## config.mk

```make
export PLATFORM = sky130hd
export DESIGN_NAME = dcs_read_engine
export DESIGN_NICKNAME = d
export VERILOG_FILES = /design/src/rtl/dcs_rd_pkg.sv /design/src/rtl/dcs_cmd_classifier.sv /design/src/rtl/dcs_tick_gen.sv /design/src/rtl/dcs_realign.sv /design/src/rtl/dcs_read_engine.sv
export SDC_FILE = /design/constraint.sdc
export NUM_CORES = 1
export LEC_CHECK = 0
export ABC_AREA = 1
export CAP_MARGIN = 20
export CORE_MARGIN = 2
export CORE_UTILIZATION = 40
export DETAILED_ROUTE_END_ITERATION = 16
export PLACE_DENSITY = 0.67
export SYNTH_ARGS = -nofsm -noshare
export SYNTH_HDL_FRONTEND = slang
export SYNTH_SLANG_ARGS = --single-unit
```

## constraint.sdc

```tcl
create_clock -name clk -period 4.3 [get_ports clk]
set_clock_uncertainty 0.1 [all_clocks]
set_input_delay 1.075 -clock clk [delete_from_list [all_inputs] [get_ports clk]]
set_output_delay 1.075 -clock clk [all_outputs]
set_load 0.02 [all_outputs]
```

## src/rtl/dcs_rd_pkg.sv

```systemverilog
`timescale 1ns/1ps
package dcs_rd_pkg;

  typedef enum logic [1:0] {
    ST_IDLE = 2'd0,
    ST_XFER = 2'd1,
    ST_FIN  = 2'd2
  } rd_state_e;

  localparam logic [7:0] CODE_ID     = 8'h04;
  localparam logic [7:0] CODE_STATUS = 8'h09;
  localparam logic [7:0] CODE_PWR    = 8'h0A;

  // power-mode decode: keep bits 2..6, expect bits 2,3,4 set
  localparam logic [7:0] PWR_KEEP = 8'h7C;
  localparam logic [7:0] PWR_ON   = 8'h1C;

  function automatic int calc_half(input int sys_hz, input int link_hz,
                                   input int cap_hz);
    int rate;
    rate = ((link_hz / 2) < cap_hz) ? (link_hz / 2) : cap_hz;
    return (sys_hz + 2 * rate - 1) / (2 * rate);
  endfunction

endpackage

```

## src/rtl/dcs_cmd_classifier.sv

```systemverilog
`timescale 1ns/1ps
module dcs_cmd_classifier
  import dcs_rd_pkg::*;
(
  input  logic [7:0] code,
  output logic       is_readable,
  output logic       lead_dummy
);

  always_comb begin
    unique case (code)
      8'h04, 8'h06, 8'h07, 8'h08, 8'h09, 8'h0A, 8'h0B, 8'h0C, 8'h0D,
      8'h0E, 8'h0F, 8'h2E, 8'h3E, 8'h45, 8'h52, 8'h54, 8'h56, 8'h5F,
      8'hA1, 8'hA8: is_readable = 1'b1;
      default:      is_readable = 1'b0;
    endcase
  end

  assign lead_dummy = (code == CODE_ID) || (code == CODE_STATUS);

endmodule

```

## src/rtl/dcs_tick_gen.sv

```systemverilog
`timescale 1ns/1ps
module dcs_tick_gen #(
  parameter int HALF = 4
) (
  input  logic clk,
  input  logic rst_n,
  input  logic run,
  output logic tick
);

  localparam int CW = (HALF > 1) ? $clog2(HALF) : 1;
  localparam logic [CW-1:0] LAST = CW'(HALF - 1);

  logic [CW-1:0] cnt_q, cnt_d;

  assign tick = run && (cnt_q == LAST);

  always_comb begin
    if (!run || tick) cnt_d = '0;
    else              cnt_d = cnt_q + CW'(1);
  end

  always_ff @(posedge clk or negedge rst_n) begin
    if (!rst_n) cnt_q <= '0;
    else        cnt_q <= cnt_d;
  end

endmodule

```

## src/rtl/dcs_realign.sv

```systemverilog
`timescale 1ns/1ps
module dcs_realign #(
  parameter int MAX_BYTES = 4,
  parameter int LW = 3,
  parameter int NW = 3
) (
  input  logic [8*(MAX_BYTES+1)-1:0] raw,
  input  logic [NW-1:0]              nraw,
  input  logic [LW-1:0]              nout,
  input  logic                       drop_lead,
  output logic [8*MAX_BYTES-1:0]     bytes_out
);

  localparam int NRAW_MAX = MAX_BYTES + 1;
  localparam int RAW_W    = 8 * NRAW_MAX;

  logic [RAW_W-1:0] top_aligned;
  logic [RAW_W-1:0] bit_aligned;

  always_comb begin
    // move the first received byte to the top of the vector
    top_aligned = raw << (8 * (NRAW_MAX - int'(nraw)));
    bit_aligned = drop_lead ? (top_aligned << 1) : top_aligned;
  end

  for (genvar i = 0; i < MAX_BYTES; i++) begin : g_lane
    assign bytes_out[8*i +: 8] = (i < int'(nout)) ?
                                 bit_aligned[RAW_W-1-8*i -: 8] : 8'h00;
  end

endmodule

```

## src/rtl/dcs_read_engine.sv

```systemverilog
`timescale 1ns/1ps
module dcs_read_engine
  import dcs_rd_pkg::*;
#(
  parameter int SYS_HZ      = 250_000_000,
  parameter int LINK_MAX_HZ = 20_000_000,
  parameter int READ_CAP_HZ = 2_000_000,
  parameter int MAX_BYTES   = 4,
  localparam int LW         = $clog2(MAX_BYTES + 1)
) (
  input  logic                   clk,
  input  logic                   rst_n,
  input  logic                   start,
  input  logic [7:0]             cmd,
  input  logic [LW-1:0]          len,
  output logic                   readable,
  output logic                   busy,
  output logic                   done,
  output logic                   rejected,
  output logic                   display_on,
  output logic [8*MAX_BYTES-1:0] rdata,
  output logic                   sclk,
  output logic                   cs_n,
  output logic                   dc,
  output logic                   mosi,
  input  logic                   miso
);

  localparam int HALF     = calc_half(SYS_HZ, LINK_MAX_HZ, READ_CAP_HZ);
  localparam int NRAW_MAX = MAX_BYTES + 1;
  localparam int RAW_W    = 8 * NRAW_MAX;
  localparam int NW       = $clog2(NRAW_MAX + 1);
  localparam int TOT_MAX  = 8 + 8 * NRAW_MAX;
  localparam int BW       = $clog2(TOT_MAX + 1);

  // reset: asserted asynchronously, released on the clock
  logic [1:0] rsync_q;
  logic       rst_i_n;
  always_ff @(posedge clk or negedge rst_n) begin
    if (!rst_n) rsync_q <= 2'b00;
    else        rsync_q <= {rsync_q[0], 1'b1};
  end
  assign rst_i_n = rsync_q[1];

  // request classification
  logic lead_dummy, len_ok, accept;
  logic [NW-1:0] nraw_in;

  dcs_cmd_classifier u_cls (
    .code        (cmd),
    .is_readable (readable),
    .lead_dummy  (lead_dummy)
  );

  always_comb begin
    len_ok = (len != '0) && (int'(len) <= MAX_BYTES);
    if (lead_dummy) len_ok = len_ok && ((len == LW'(3)) || (len == LW'(4)));
    accept  = readable && len_ok;
    nraw_in = NW'(len) + NW'(lead_dummy);
  end

  // state
  rd_state_e        state_q, state_d;
  logic [7:0]       csh_q, csh_d;
  logic [BW-1:0]    bit_q, bit_d, tot_q, tot_d;
  logic [RAW_W-1:0] raw_q, raw_d;
  logic [LW-1:0]    len_q, len_d;
  logic [NW-1:0]    nraw_q, nraw_d;
  logic             dum_q, dum_d, pwr_q, pwr_d;
  logic             sclk_q, sclk_d, csn_q, csn_d;
  logic             done_q, done_d, rej_q, rej_d, on_q, on_d;
  logic [8*MAX_BYTES-1:0] rdata_q, rdata_d, aligned;
  logic             tick;

  dcs_tick_gen #(.HALF(HALF)) u_tick (
    .clk   (clk),
    .rst_n (rst_i_n),
    .run   (state_q == ST_XFER),
    .tick  (tick)
  );

  dcs_realign #(.MAX_BYTES(MAX_BYTES), .LW(LW), .NW(NW)) u_align (
    .raw       (raw_q),
    .nraw      (nraw_q),
    .nout      (len_q),
    .drop_lead (dum_q),
    .bytes_out (aligned)
  );

  always_comb begin
    state_d = state_q;  csh_d = csh_q;   bit_d = bit_q;   tot_d = tot_q;
    raw_d   = raw_q;    len_d = len_q;   nraw_d = nraw_q; dum_d = dum_q;
    pwr_d   = pwr_q;    sclk_d = sclk_q; csn_d = csn_q;   done_d = 1'b0;
    rej_d   = rej_q;    on_d = on_q;     rdata_d = rdata_q;
    unique case (state_q)
      ST_IDLE: begin
        if (start) begin
          if (accept) begin
            state_d = ST_XFER;
            csn_d   = 1'b0;
            csh_d   = cmd;
            bit_d   = '0;
            tot_d   = BW'(8) + (BW'(nraw_in) << 3);
            raw_d   = '0;
            len_d   = len;
            nraw_d  = nraw_in;
            dum_d   = lead_dummy;
            pwr_d   = (cmd == CODE_PWR);
          end else begin
            done_d = 1'b1;
            rej_d  = 1'b1;
            on_d   = 1'b0;
          end
        end
      end
      ST_XFER: begin
        if (tick) begin
          if (!sclk_q) begin
            sclk_d = 1'b1;
            if (bit_q >= BW'(8)) raw_d = {raw_q[RAW_W-2:0], miso};
          end else begin
            sclk_d = 1'b0;
            if (bit_q == tot_q - BW'(1)) begin
              state_d = ST_FIN;
            end else begin
              bit_d = bit_q + BW'(1);
              csh_d = {csh_q[6:0], 1'b0};
            end
          end
        end
      end
      ST_FIN: begin
        state_d = ST_IDLE;
        csn_d   = 1'b1;
        done_d  = 1'b1;
        rej_d   = 1'b0;
        rdata_d = aligned;
        on_d    = pwr_q && ((aligned[7:0] & PWR_KEEP) == PWR_ON);
      end
      default: state_d = ST_IDLE;
    endcase
  end

  always_ff @(posedge clk or negedge rst_i_n) begin
    if (!rst_i_n) begin
      state_q <= ST_IDLE; csh_q <= '0;  bit_q <= '0;   tot_q <= '0;
      raw_q   <= '0;      len_q <= '0;  nraw_q <= '0;  dum_q <= 1'b0;
      pwr_q   <= 1'b0;    sclk_q <= 1'b0; csn_q <= 1'b1; done_q <= 1'b0;
      rej_q   <= 1'b0;    on_q <= 1'b0; rdata_q <= '0;
    end else begin
      state_q <= state_d; csh_q <= csh_d; bit_q <= bit_d; tot_q <= tot_d;
      raw_q   <= raw_d;   len_q <= len_d; nraw_q <= nraw_d; dum_q <= dum_d;
      pwr_q   <= pwr_d;   sclk_q <= sclk_d; csn_q <= csn_d; done_q <= done_d;
      rej_q   <= rej_d;   on_q <= on_d;  rdata_q <= rdata_d;
    end
  end

  assign busy       = (state_q != ST_IDLE);
  assign done       = done_q;
  assign rejected   = rej_q;
  assign display_on = on_q;
  assign rdata      = rdata_q;
  assign sclk       = sclk_q;
  assign cs_n       = csn_q;
  assign dc         = csn_q;
  assign mosi       = csh_q[7];

endmodule

```

==> results by stage, run 1 <==
Outcome:
- The run finished with clean final reports.

Power and ir drop:
- For this design the ratio of total power to cell area is 431 nW/um^2.
- Across the VDD grid, the largest voltage drop is 0.000461 V.
- The standby leakage power is 3.69 nW.
- The post-layout total power is 3.22 mW.

Synthesis:
- Summing every instance area after synthesis gives 6520 sq um.
- For this run, the number of Yosys warnings is 0.
- The share of the Yosys chip area taken by registers is 43.0%.
- The cell count after synthesis came out at 916.
- Yosys attributes the largest share of cell area to sky130_fd_sc_hd__dfrtp_1 (43%), sky130_fd_sc_hd__nand2_1 (19%), sky130_fd_sc_hd__nand3_1 (7.1%).
- Of the post-synthesis cell area, the dominant cell type holds 42.6%.
- The leading register cell type out of synthesis is sky130_fd_sc_hd__dfrtp_1.
- The cell type with the largest total area after synthesis is sky130_fd_sc_hd__dfrtp_1.
- The net count after synthesis is 940.
- The synthesized design contains 112 register bits.
- The average instance in the mapped netlist occupies 7.11 sq um.
- The count of unique library cells instantiated by Yosys is 42.
- Counting flops with a built-in enable in the synthesized netlist gives 0.
- The async set-or-reset flop fraction in the synthesized netlist is 100%.

STA:
- The slew at the pin with the worst max-slew slack is 0.993 ns.
- The ratio of final minimum period to clock period is 96.0%.
- Setup violations remaining at the end of the flow were counted as 0.
- The final number of hold-violating endpoints is 0.
- The aggregate negative setup slack is 0 ns.
- The worst slew margin relative to its limit is 33.6%.
- Setup repair after global routing left no endpoint under its margin.
- The count of pins over their slew limit is 0.
- The clock period could shrink to 4.13 ns.
- The worst path setup slack after routing is 0.174 ns.
- Hold is met by 0.149 ns.
- The highest achievable clock rate is 242 MHz.

Die:
- Pin placement for this block handled 56 I/O pins.
- The width of the die is 132 um.
- For this configuration, the core starts out at a cell density of 41.0%.
- The floorplan die height is 132 um.
- The die area is 17300 sq um.
- The floorplan step defined a core boundary enclosing 15900 sq um.
- In this run the core area contains 46 standard-cell rows.

Clocking:
- The clock-pin slew on the worst setup and hold paths is 0.07 ns.
- The root buffer cell is sky130_fd_sc_hd__clkbuf_16.
- Buffers added to address setup during post-CTS repair amount to 0.
- The CTS tree is done.
- The clock tree synthesis step divided the H-tree into 3 levels.
- The number of buffers created by CTS is 9.
- Hold repair after CTS inserted 0 buffers.
- The number of buffers on the longest clock path is 2.
- For this design, the sink count on the clock tree is 112.
- The clock insertion delay at the later pin of the skew report is 0.36 ns.
- Once the clock tree was built, the resizer swapped 0 gates to a different size.

Global routing:
- Entering global routing, the biggest net connects 48 pins.
- The number of antenna violations at the first check in global routing is 0.
- The number of global-route vias before repair came to 5619.
- The final global-route overflow total is 0.
- For met3 alone, demand over resource in global routing was 4.09%.
- The first-pass GRT wire length is 28.0 mm.
- For this run, the total global-route usage over all layers was measured as 19.7%.
- After global routing, the most crowded layer is met2.
- For this run, global-route usage on met2 was measured as 31.8%.
- Global routing consumed, on the met1 layer, 26.5% of the routing resources.

Critical path:
- The kind of critical path is in -> out.
- Data on the critical path is required at its endpoint by 3.12 ns.
- The arrival time at the worst endpoint is 2.95 ns.
- The critical path startpoint category is a primary input.
- The largest driver fanout on the critical path is 5.
- The critical path endpoint category is an output pin.

Placed design:
- Port buffering added 55 buffers.
- The placement-stage worst setup slack is 0.177 ns.
- The wire-length estimate of the detail-placed layout is 11.5 mm.
- The congestion estimate from routability-driven global placement came to 0.938.

Detailed routing:
- The number of detailed-routing iterations run before antenna repair is 5.
- The post-route antenna net violation count is 0.
- After detailed routing, the number of vias per cell comes to 5.12.
- The routed length per instance is 14.1 um.
- The final wirelength is 16.5 mm.
- After detailed routing, the number of remaining DRC violations is 0.
- The total number of vias is 5986.
- The first routing iteration left 568 violations.

Final layout:
- The area growth from synthesis to final layout is 14.8%.
- The fill cell total of the finished layout is 1650.
- In the final layout, the share of cells above drive strength 1 is 5.14%.
- The antenna diode count is 0.
- The net count reported at finish is 972.

Min path:
- The worst hold-check path type is reg -> async.

Job:
- The reported max-cap violation count is 0.
layout make-up:
cell class	instances	area, sq um	share of cell area (%)
repair buffers	69	656	8.76
clock buffers	11	233	3.11
multi-input cells	666	3140	42.0
inverters	90	338	4.52
flip-flops and latches	112	2810	37.5
well taps	216	270	3.61
clock inverters	5	36.3	0.485
power by group:
part | leakage [nW] | internal (mW) | switching [mW] | total [mW]
logic | 2.04 | 0.337 | 0.865 | 1.20
clock network | 0.122 | 0.394 | 0.382 | 0.776
registers | 1.52 | 1.16 | 0.0880 | 1.24
total | 3.69 | 1.89 | 1.33 | 3.22
per-stage QoR:
| stage | instances | cell area [sq um] | utilization [%] |
|---|---|---|---|
| floorplan | 916 | 6520 | - |
| global placement | 1153 | 7210 | 45.4 |
| detailed placement | 1153 | 7210 | 45.4 |
| CTS | 1169 | 7480 | 47.1 |
| global route | 1169 | 7480 | 47.1 |
| finish | 1169 | 7480 | 47.1 |
layout by cell type, fill, tap and decap left out, types with 7 or more instances in the layout:
| cell | n |
|---|---|
| sky130_fd_sc_hd__nand4_1 | 16 |
| sky130_fd_sc_hd__o21ai_0 | 46 |
| sky130_fd_sc_hd__a32o_1 | 8 |
| sky130_fd_sc_hd__ha_1 | 9 |
| sky130_fd_sc_hd__dfrtp_1 | 110 |
| sky130_fd_sc_hd__o211ai_1 | 7 |
| sky130_fd_sc_hd__a22oi_1 | 11 |
| sky130_fd_sc_hd__inv_1 | 84 |
| sky130_fd_sc_hd__nand2_1 | 326 |
| sky130_fd_sc_hd__a21oi_1 | 8 |
| sky130_fd_sc_hd__nor2_1 | 88 |
| sky130_fd_sc_hd__nand3_1 | 92 |
| sky130_fd_sc_hd__buf_4 | 14 |
| sky130_fd_sc_hd__clkdlybuf4s50_1 | 55 |
| sky130_fd_sc_hd__clkbuf_16 | 9 |
cells by family after synthesis:
group / share of synthesized area, %
flip-flops: 43.0
other: 0.0575
buffers and inverters: 8.99
adder cells (fa/ha/maj): 1.73
XOR/XNOR: 1.48
AO/OA/AOI/OAI: 9.95
AND/OR/NAND/NOR: 34.8
final timing paths:
kind	from	endpoint	slack, ns	cells past startpoint
setup / recovery	cmd[3]	readable	0.17	10
hold / removal	rsync_q[1]$_DFF_PN0_	rdata[4]$_DFFE_PN0P_	0.15	0
setup reg to reg	nraw_q[1]$_DFFE_PN0P_	rdata[23]$_DFFE_PN0P_	1.29	9
hold reg to reg	rsync_q[1]$_DFF_PN0_	rdata[4]$_DFFE_PN0P_	0.15	0
max in group asynchronous	rsync_q[1]$_DFF_PN0_	raw_q[14]$_DFFE_PN0P_	3.04	1
min in group clk	rsync_q[0]$_DFF_PN0_	rsync_q[1]$_DFF_PN0_	0.26	0
cell usage after synthesis (6+ instances only):
cell type / n
sky130_fd_sc_hd__o21ai_0: 46
sky130_fd_sc_hd__ha_1: 9
sky130_fd_sc_hd__buf_2: 12
sky130_fd_sc_hd__inv_1: 84
sky130_fd_sc_hd__a32o_1: 8
sky130_fd_sc_hd__a21oi_1: 8
sky130_fd_sc_hd__a22oi_1: 11
sky130_fd_sc_hd__buf_6: 6
sky130_fd_sc_hd__nand3_1: 92
sky130_fd_sc_hd__nand2_1: 326
sky130_fd_sc_hd__dfrtp_1: 111
sky130_fd_sc_hd__xnor2_1: 6
sky130_fd_sc_hd__nand4_1: 16
sky130_fd_sc_hd__clkbuf_1: 24
sky130_fd_sc_hd__o211ai_1: 7
sky130_fd_sc_hd__o31ai_1: 7
sky130_fd_sc_hd__nor2_1: 88
per-layer routing:
layer | vias to the layer above | routed length [um]
met5 | - | 0
met4 | 0 | 362
met3 | 32 | 904
met2 | 177 | 7670
met1 | 2775 | 7590
li1 | 3002 | -
critical path, cell delays in order:
cell	delay, ns
sky130_fd_sc_hd__clkdlybuf4s50_1	0.58
sky130_fd_sc_hd__inv_2	0.07
sky130_fd_sc_hd__nor2_2	0.15
sky130_fd_sc_hd__nand2_1	0.08
sky130_fd_sc_hd__nand2_1	0.08
sky130_fd_sc_hd__nand2_2	0.08
sky130_fd_sc_hd__nand2_1	0.08
sky130_fd_sc_hd__nor2_1	0.04
sky130_fd_sc_hd__nand3_2	0.10
sky130_fd_sc_hd__clkdlybuf4s50_1	0.61
state kept, by name, indices dropped and copies added, names as in the netlist, 3 cells and up:
signal        count
raw_q            40
rdata            32
csh_q             8
bit_q             6
u_tick.cnt_q      6
len_q             3
nraw_q            3
tot_q             3
Power figures use the tool's default switching activity.
==> inputs of run 2 (changes only) <==
--- a/config.mk
+++ b/config.mk
@@ -6,11 +6,13 @@
 export NUM_CORES = 1
 export LEC_CHECK = 0
 export ABC_AREA = 1
-export CAP_MARGIN = 20
+export CAP_MARGIN = 5
 export CORE_MARGIN = 2
 export CORE_UTILIZATION = 40
 export DETAILED_ROUTE_END_ITERATION = 16
 export PLACE_DENSITY = 0.67
+export SETUP_SLACK_MARGIN = 0.15
+export SLEW_MARGIN = 20
 export SYNTH_ARGS = -nofsm -noshare
 export SYNTH_HDL_FRONTEND = slang
 export SYNTH_SLANG_ARGS = --single-unit
==> run 2 against run 1 <==
  * Sequential share of layout area about the same
  * Final area about the same
  * Worst setup slack gained 0.39 ns
  * First-iteration DRC count down 0.53%
  * Total power hardly changed
  * Hold slack is essentially flat
  * Clock power barely moved
  * Critical path depth is the same
==> results by stage, run 2 (synthesis results as in run 1) <==
Die:
- After floorplanning, the core was sized to cover 15900 sq um.
- The die is 132 um tall.
- The starting utilization of the core area is 41.0%.
- The number of rows in the core area is 46.
- The floorplan step defined a die boundary enclosing 17300 sq um.
- The die is 132 um wide.
- The top-level I/O count is 56.

Clocking:
- The total clock sinks is 112.
- The maximum level of the CTS H-tree is 3.
- TritonCTS built the clock tree.
- The clock-pin slew on the worst setup and hold paths is 0.07 ns.
- In this run the deepest clock path goes through 2 buffers.
- For the worst-skew pair, the clock arrives at the later sink with an insertion delay of 0.36 ns.
- CTS placed an instance of sky130_fd_sc_hd__clkbuf_16 at the clock tree root.
- The number of buffers created by CTS is 9.
- For this design, the CTS-stage hold fixing added 0 buffers.

Job:
- Across the run, the number of max-cap violations was 0.

Placed design:
- After detailed placement, the design holds a cell count of 1153.
- The final weighted congestion in routability-driven placement is 0.938.
- The wire-length estimate of the detail-placed layout is 11.5 mm.
- The number of input and output port buffers inserted is 55.
- The placement-stage worst setup slack is 0.177 ns.

Critical path:
- The setup path with the least slack is of type in -> out.
- The critical path startpoint is cmd[3].
- The worst setup path is captured at an output pin.
- In this run the critical register-to-register path is launched from nraw_q[1]$_DFFE_PN0P_.
- The critical path startpoint category is a primary input.
- The critical path data required time is 3.12 ns.
- The arrival time at the worst endpoint is 2.56 ns.
- The largest driver fanout on the critical path is 5.

Detailed routing:
- For this run, design rule violations remaining after detail routing come to 0.
- The post-detailed-route via-to-cell ratio is 5.13.
- The final wirelength is 16.5 mm.
- Dividing the detail-routed wire length by the instance count gives 14.1 um.
- The number of violations reported at the end of detailed-routing iteration 0 is 565.
- In this run the remaining antenna-violating nets after routing total 0.
- The first detailed-routing pass ran for 6 iterations.
- The detailed router placed 5996 vias in this run.

STA:
- Setup slack closes at 0.561 ns.
- The final critical path takes up 86.9% of the cycle.
- Subtracting the final worst setup slack from the clock period gives 3.74 ns.
- The aggregate negative setup slack is 0 ns.
- The final number of hold-violating endpoints came to 0.
- The count of pins over their slew limit is 0.
- The number of setup violations in the final report is 0.
- The tightest hold path in the finished design has a slack of 0.149 ns.
- The worst slew margin relative to its limit is 33.3%.
- Setup repair after global routing left no endpoint under its margin.
- The highest achievable clock rate is 267 MHz.
- At the pin with the least slew margin, the transition time is 0.997 ns.

Final layout:
- The number of flip-flops under the largest register name is 40.
- The register bank with the most flops is raw_q.
- The share of post-route cells with drive strength above 1 is 5.14%.
- Leaving out fill and tap cells, the most frequent cell in the layout is sky130_fd_sc_hd__nand2_1.
- The number of standard cells in the layout, taps in and fillers out is 1169.
- Compared with the post-synthesis result, the final layout area differs by 14.8%.
- The area of all sequential standard cells is 2810 sq um.
- The area of the multi-input gates is 3140 sq um.
- The library cells used most frequently in the layout, excluding fill and tap cells, are sky130_fd_sc_hd__nand2_1 (326), sky130_fd_sc_hd__dfrtp_1 (110), sky130_fd_sc_hd__nand3_1 (92).
- The number of antenna diodes in the final layout is 0.
- At the end of the flow, the number of nets in the layout was 972.
- The fill cell total of the finished layout is 1649.

Global routing:
- Global routing finished with a remaining overflow of 0.
- The first global-routing pass estimated 28.0 mm of wire.
- The number of antenna violations at the first check in global routing is 0.
- In the global route stage, overall resource usage came out at 19.7%.
- The largest net degree at the start of global routing is 48.
- The number of global-route vias before repair is 5619.

Power and ir drop:
- Summed over all cells, the static leakage comes to 3.70 nW.
- IR analysis of the VDD net gives a maximum drop of 0.000457 V.
- Power spread over the standard cell area amounts to 430 nW/um^2.
- The completed layout was analyzed and its total power is 3.22 mW.

Outcome:
- The flow ran to the end, and the final reports show no timing, DRC or antenna violations.

Min path:
- The path class of the tightest hold or removal check is reg -> async.
-- run 2: cell types whose count changed in the layout (fill, tap and decap cells not counted) --
cell,delta
sky130_fd_sc_hd__clkdlybuf4s50_1,-1
sky130_fd_sc_hd__dlymetal6s2s_1,+1
-- run 2: timing repair --
action	CTS	global route
setup buffers	0	0
endpoints found under the setup margin	0	1
resized for setup	0	1
-- run 2: layer usage --
metal / part of all wire [%] / vias to the layer above / track usage, %
li1: - / 3003 / -
met1: 45 / 2785 / 26.5
met2: 47 / 179 / 31.8
met3: 5.7 / 29 / 4.09
met4: 2.0 / 0 / 6.28
met5: 0 / - / 0
-- run 2: final cells by class --
cell class              count  area share [%]
inverters                  90            4.51
repair buffers             69            8.79
clock buffers              11            3.11
clock inverters             5           0.485
well taps                 216            3.61
multi-input cells         666            42.0
flip-flops and latches    112            37.5
-- run 2: path summary, 6_finish.rpt --
path,slack (ns),end,depth (start not counted)
min,0.15,rdata[4]$_DFFE_PN0P_,0
min reg2reg,0.15,rdata[4]$_DFFE_PN0P_,0
max in group asynchronous,3.04,raw_q[14]$_DFFE_PN0P_,1
min in group clk,0.26,rsync_q[1]$_DFF_PN0_,0
max,0.56,readable,10
max reg2reg,1.28,rdata[23]$_DFFE_PN0P_,9
-- run 2: worst max-delay path: stages --
cell,delay [ns]
sky130_fd_sc_hd__clkdlybuf4s50_1,0.58
sky130_fd_sc_hd__inv_2,0.07
sky130_fd_sc_hd__nor2_2,0.15
sky130_fd_sc_hd__nand2_1,0.08
sky130_fd_sc_hd__nand2_1,0.08
sky130_fd_sc_hd__nand2_2,0.08
sky130_fd_sc_hd__nand2_1,0.08
sky130_fd_sc_hd__nor2_1,0.04
sky130_fd_sc_hd__nand3_2,0.10
sky130_fd_sc_hd__dlymetal6s2s_1,0.23
-- run 2: power breakdown --
group	leakage [nW]	switching, mW	internal, mW
Clock	0.122	0.384	0.394
Sequential	1.52	0.0875	1.16
Combinational	2.06	0.864	0.337
-- run 2: through the flow --
| stage | util [%] | instance area (sq um) |
|---|---|---|
| 2_1_floorplan | - | 6520 |
| 3_3_place_gp | 45.4 | 7210 |
| 3_5_place_dp | 45.4 | 7210 |
| 4_1_cts | 47.1 | 7480 |
| 5_1_grt | 47.1 | 7480 |
| 6_report | 47.1 | 7480 |
==> inputs of run 3 (changes only) <==
--- a/config.mk
+++ b/config.mk
@@ -10,6 +10,7 @@
 export CORE_MARGIN = 2
 export CORE_UTILIZATION = 40
 export DETAILED_ROUTE_END_ITERATION = 16
+export MAX_ROUTING_LAYER = met4
 export PLACE_DENSITY = 0.67
 export SETUP_SLACK_MARGIN = 0.15
 export SLEW_MARGIN = 20
==> run 3 against run 2 <==
  * First-iteration DRC count down 3.9%
  * Hold slack improved by 0.11 ns
  * Clock-buffer cell count is 1 lower
  * Worst setup slack got worse by 0.00087 ns
  * Final area up 0.27%
  * Utilization up 0.13 points
  * Largest power group unchanged
  * Non-clock buffer count unchanged
  * Critical path depth unchanged
==> results by stage, run 3 (synthesis results as in run 1) <==
Outcome:
- The flow ran to the end, and the final reports show no timing, DRC or antenna violations.

Detailed routing:
- The final wirelength is 16.6 mm.
- For this run, the detailed router's first-pass iteration total came to 5.
- The routed length per instance is 14.2 um.
- Using the TritonRoute via totals, the vias-per-cell ratio works out to 5.08.
- The total number of vias is 5938.
- The count of unresolved DRC violations after routing is 0.
- In this run the remaining antenna-violating nets after routing total 0.
- The number of violations reported at the end of detailed-routing iteration 0 is 543.

STA:
- After layout, the worst setup slack is 0.560 ns.
- The final number of hold-violating endpoints is 0.
- Setup violations remaining at the end of the flow were counted as 0.
- The worst slew margin relative to its limit is 39.1%.
- The worst path in the final design needs a cycle of 3.74 ns, including I/O delays and setup.
- For the pin with the worst max-slew slack, the measured transition is 0.910 ns.
- Setup repair after global routing left no endpoint under its margin.
- The highest achievable clock rate is 267 MHz.
- The worst path uses 87.0% of the clock period.
- In the final timing run, aggregate negative setup slack is 0 ns.
- The count of pins over their slew limit was 0.

Critical path:
- The critical path data required time is 3.12 ns.
- In this run the critical register-to-register path is launched from nraw_q[1]$_DFFE_PN0P_.
- STA classifies the critical path endpoint as an output pin.
- The worst setup path is of the in -> out kind.
- The number of cells on the worst reg-to-reg path is 9.
- STA classifies the critical path startpoint as a primary input.
- The worst register-to-register path ends at rdata[23]$_DFFE_PN0P_.
- The arrival time at the worst endpoint is 2.56 ns.
- Along the worst path, the maximum fanout reaches 5.
- In this run the register-to-register setup slack is 1.38 ns.

Power and ir drop:
- The completed layout was analyzed and its total power is 3.27 mW.
- Dividing total power by cell area gives a power density of 435 nW/um^2.
- VDD sags by at most 0.000356 V.
- The analysis attributes to cell leakage a power of 3.72 nW.

Final layout:
- The number of standard cells in the layout, taps in and fillers out is 1169.
- Fill cells in the final layout number 1602.
- The net count reported at finish is 972.
- The number of flip-flops under the largest register name is 40.
- The most common cell after layout, fill and taps aside is sky130_fd_sc_hd__nand2_1.
- The number of antenna diodes in the final layout is 0.
- Cells fill 47.2% of the core in the end.
- The top cell types in the final layout, fill and taps aside, are sky130_fd_sc_hd__nand2_1 (326), sky130_fd_sc_hd__dfrtp_1 (110), sky130_fd_sc_hd__nand3_1 (92).
- Compared with the post-synthesis result, the final layout area differs by 15.1%.
- Counting flops per register, the top entry is raw_q.
- The post-route netlist has 5.25% of its cells at a drive strength greater than 1.

Clocking:
- The number of buffers on the longest clock path is 2.
- Post-CTS timing repair inserted 0 buffers for setup.
- The H-tree generated during clock tree synthesis spans 3 levels.
- The total clock sinks is 112.
- The later pin in the worst-skew pair is clocked with a latency of 0.35 ns.
- The CTS tree is done.
- In this run the clock root is driven by a sky130_fd_sc_hd__clkbuf_16.
- Counting the buffers created by CTS gives 9.
- The clock-pin slew on the worst setup and hold paths is 0.07 ns.

Die:
- In this run the count of I/O pins placed on the die edge is 56.
- Once the floorplan was initialized, standard cells occupied 41.0% of the core.
- The die is 132 um wide.
- The placeable core region is 15900 sq um.
- The die covers 17300 sq um.
- The number of rows in the core area is 46.
- In this run the vertical extent of the chip is 132 um.

Global routing:
- The total overflow left after global routing is 0.
- The number of antenna violations at the first check in global routing is 0.
- The number of global-route vias before repair came to 5517.
- Across every metal layer, demand over resource in global routing totals 20.1%.
- Entering global routing, the biggest net connects 52 pins.
- The first global-routing pass estimated 27.8 mm of wire.

Placed design:
- At the end of routability-driven placement, the weighted congestion stood at 0.973.
- Once placement completed, the tool counted placed cells totaling 1153.
- The number of input and output port buffers inserted is 55.
- The placed wire-length estimate is 11.7 mm.
- The placement-stage worst setup slack is 0.188 ns.

Job:
- The reported max-cap violation count is 0.

Min path:
- The worst hold-check path type is reg -> async.
run 3: power by group:
group | switching [mW] | internal (mW)
sequential | 0.0909 | 1.16
combinational | 0.860 | 0.336
clock | 0.376 | 0.449
total | 1.33 | 1.94
run 3: critical path, stage by stage:
cell	delay (ns)
sky130_fd_sc_hd__clkdlybuf4s50_1	0.58
sky130_fd_sc_hd__inv_2	0.06
sky130_fd_sc_hd__nor2_1	0.16
sky130_fd_sc_hd__nand2_1	0.08
sky130_fd_sc_hd__nand2_1	0.07
sky130_fd_sc_hd__nand2_2	0.07
sky130_fd_sc_hd__nand2_1	0.09
sky130_fd_sc_hd__nor2_1	0.05
sky130_fd_sc_hd__nand3_2	0.09
sky130_fd_sc_hd__dlymetal6s2s_1	0.23
run 3: metal layers:
metal  wire, um  vias up  share of wire (%)  global-route usage, %
li1           -     3000                  -                      -
met3        687       22                4.1                   3.59
met2       7930      159                 48                   31.4
met5          0        -                  0                      -
met4        299        0                1.8                   5.68
met1       7660     2757                 46                   27.0
run 3: timing repair:
action                                  4_1_cts  5_1_grt
hold buffers                                  0        0
resized for setup                             0        1
endpoints found under the setup margin        0        1
endpoints found under the hold margin         0        0
run 3: area by class of cell:
cell class | instances | area (sq um) | share of cell area [%]
multi-input combinational | 666 | 3140 | 41.9
tap | 216 | 270 | 3.60
clock inverter | 6 | 60.1 | 0.800
clock buffer | 10 | 229 | 3.05
timing repair buffer | 69 | 658 | 8.77
inverter | 90 | 338 | 4.50
sequential | 112 | 2810 | 37.4
run 3: how the worst max path moves through the flow:
stage	startpoint	end	slack [ns]
5_1_grt	cmd[2]	readable	0.41
3_3_place_gp	cmd[0]	readable	0.20
3_5_place_dp	cmd[0]	readable	0.19
2_1_floorplan	rsync_q[1]$_DFF_PN0_	bit_q[0]$_DFFE_PN0P_	0.85
6_report	cmd[0]	readable	0.56
4_1_cts	cmd[0]	readable	0.19
run 3: through the flow:
stage                     hold WS [ns]  cell area [sq um]
after floorplan                  0.231               6520
after global placement           0.234               7210
after detailed placement         0.239               7210
after CTS                        0.260               7500
after global routing             0.269               7500
final                            0.258               7500
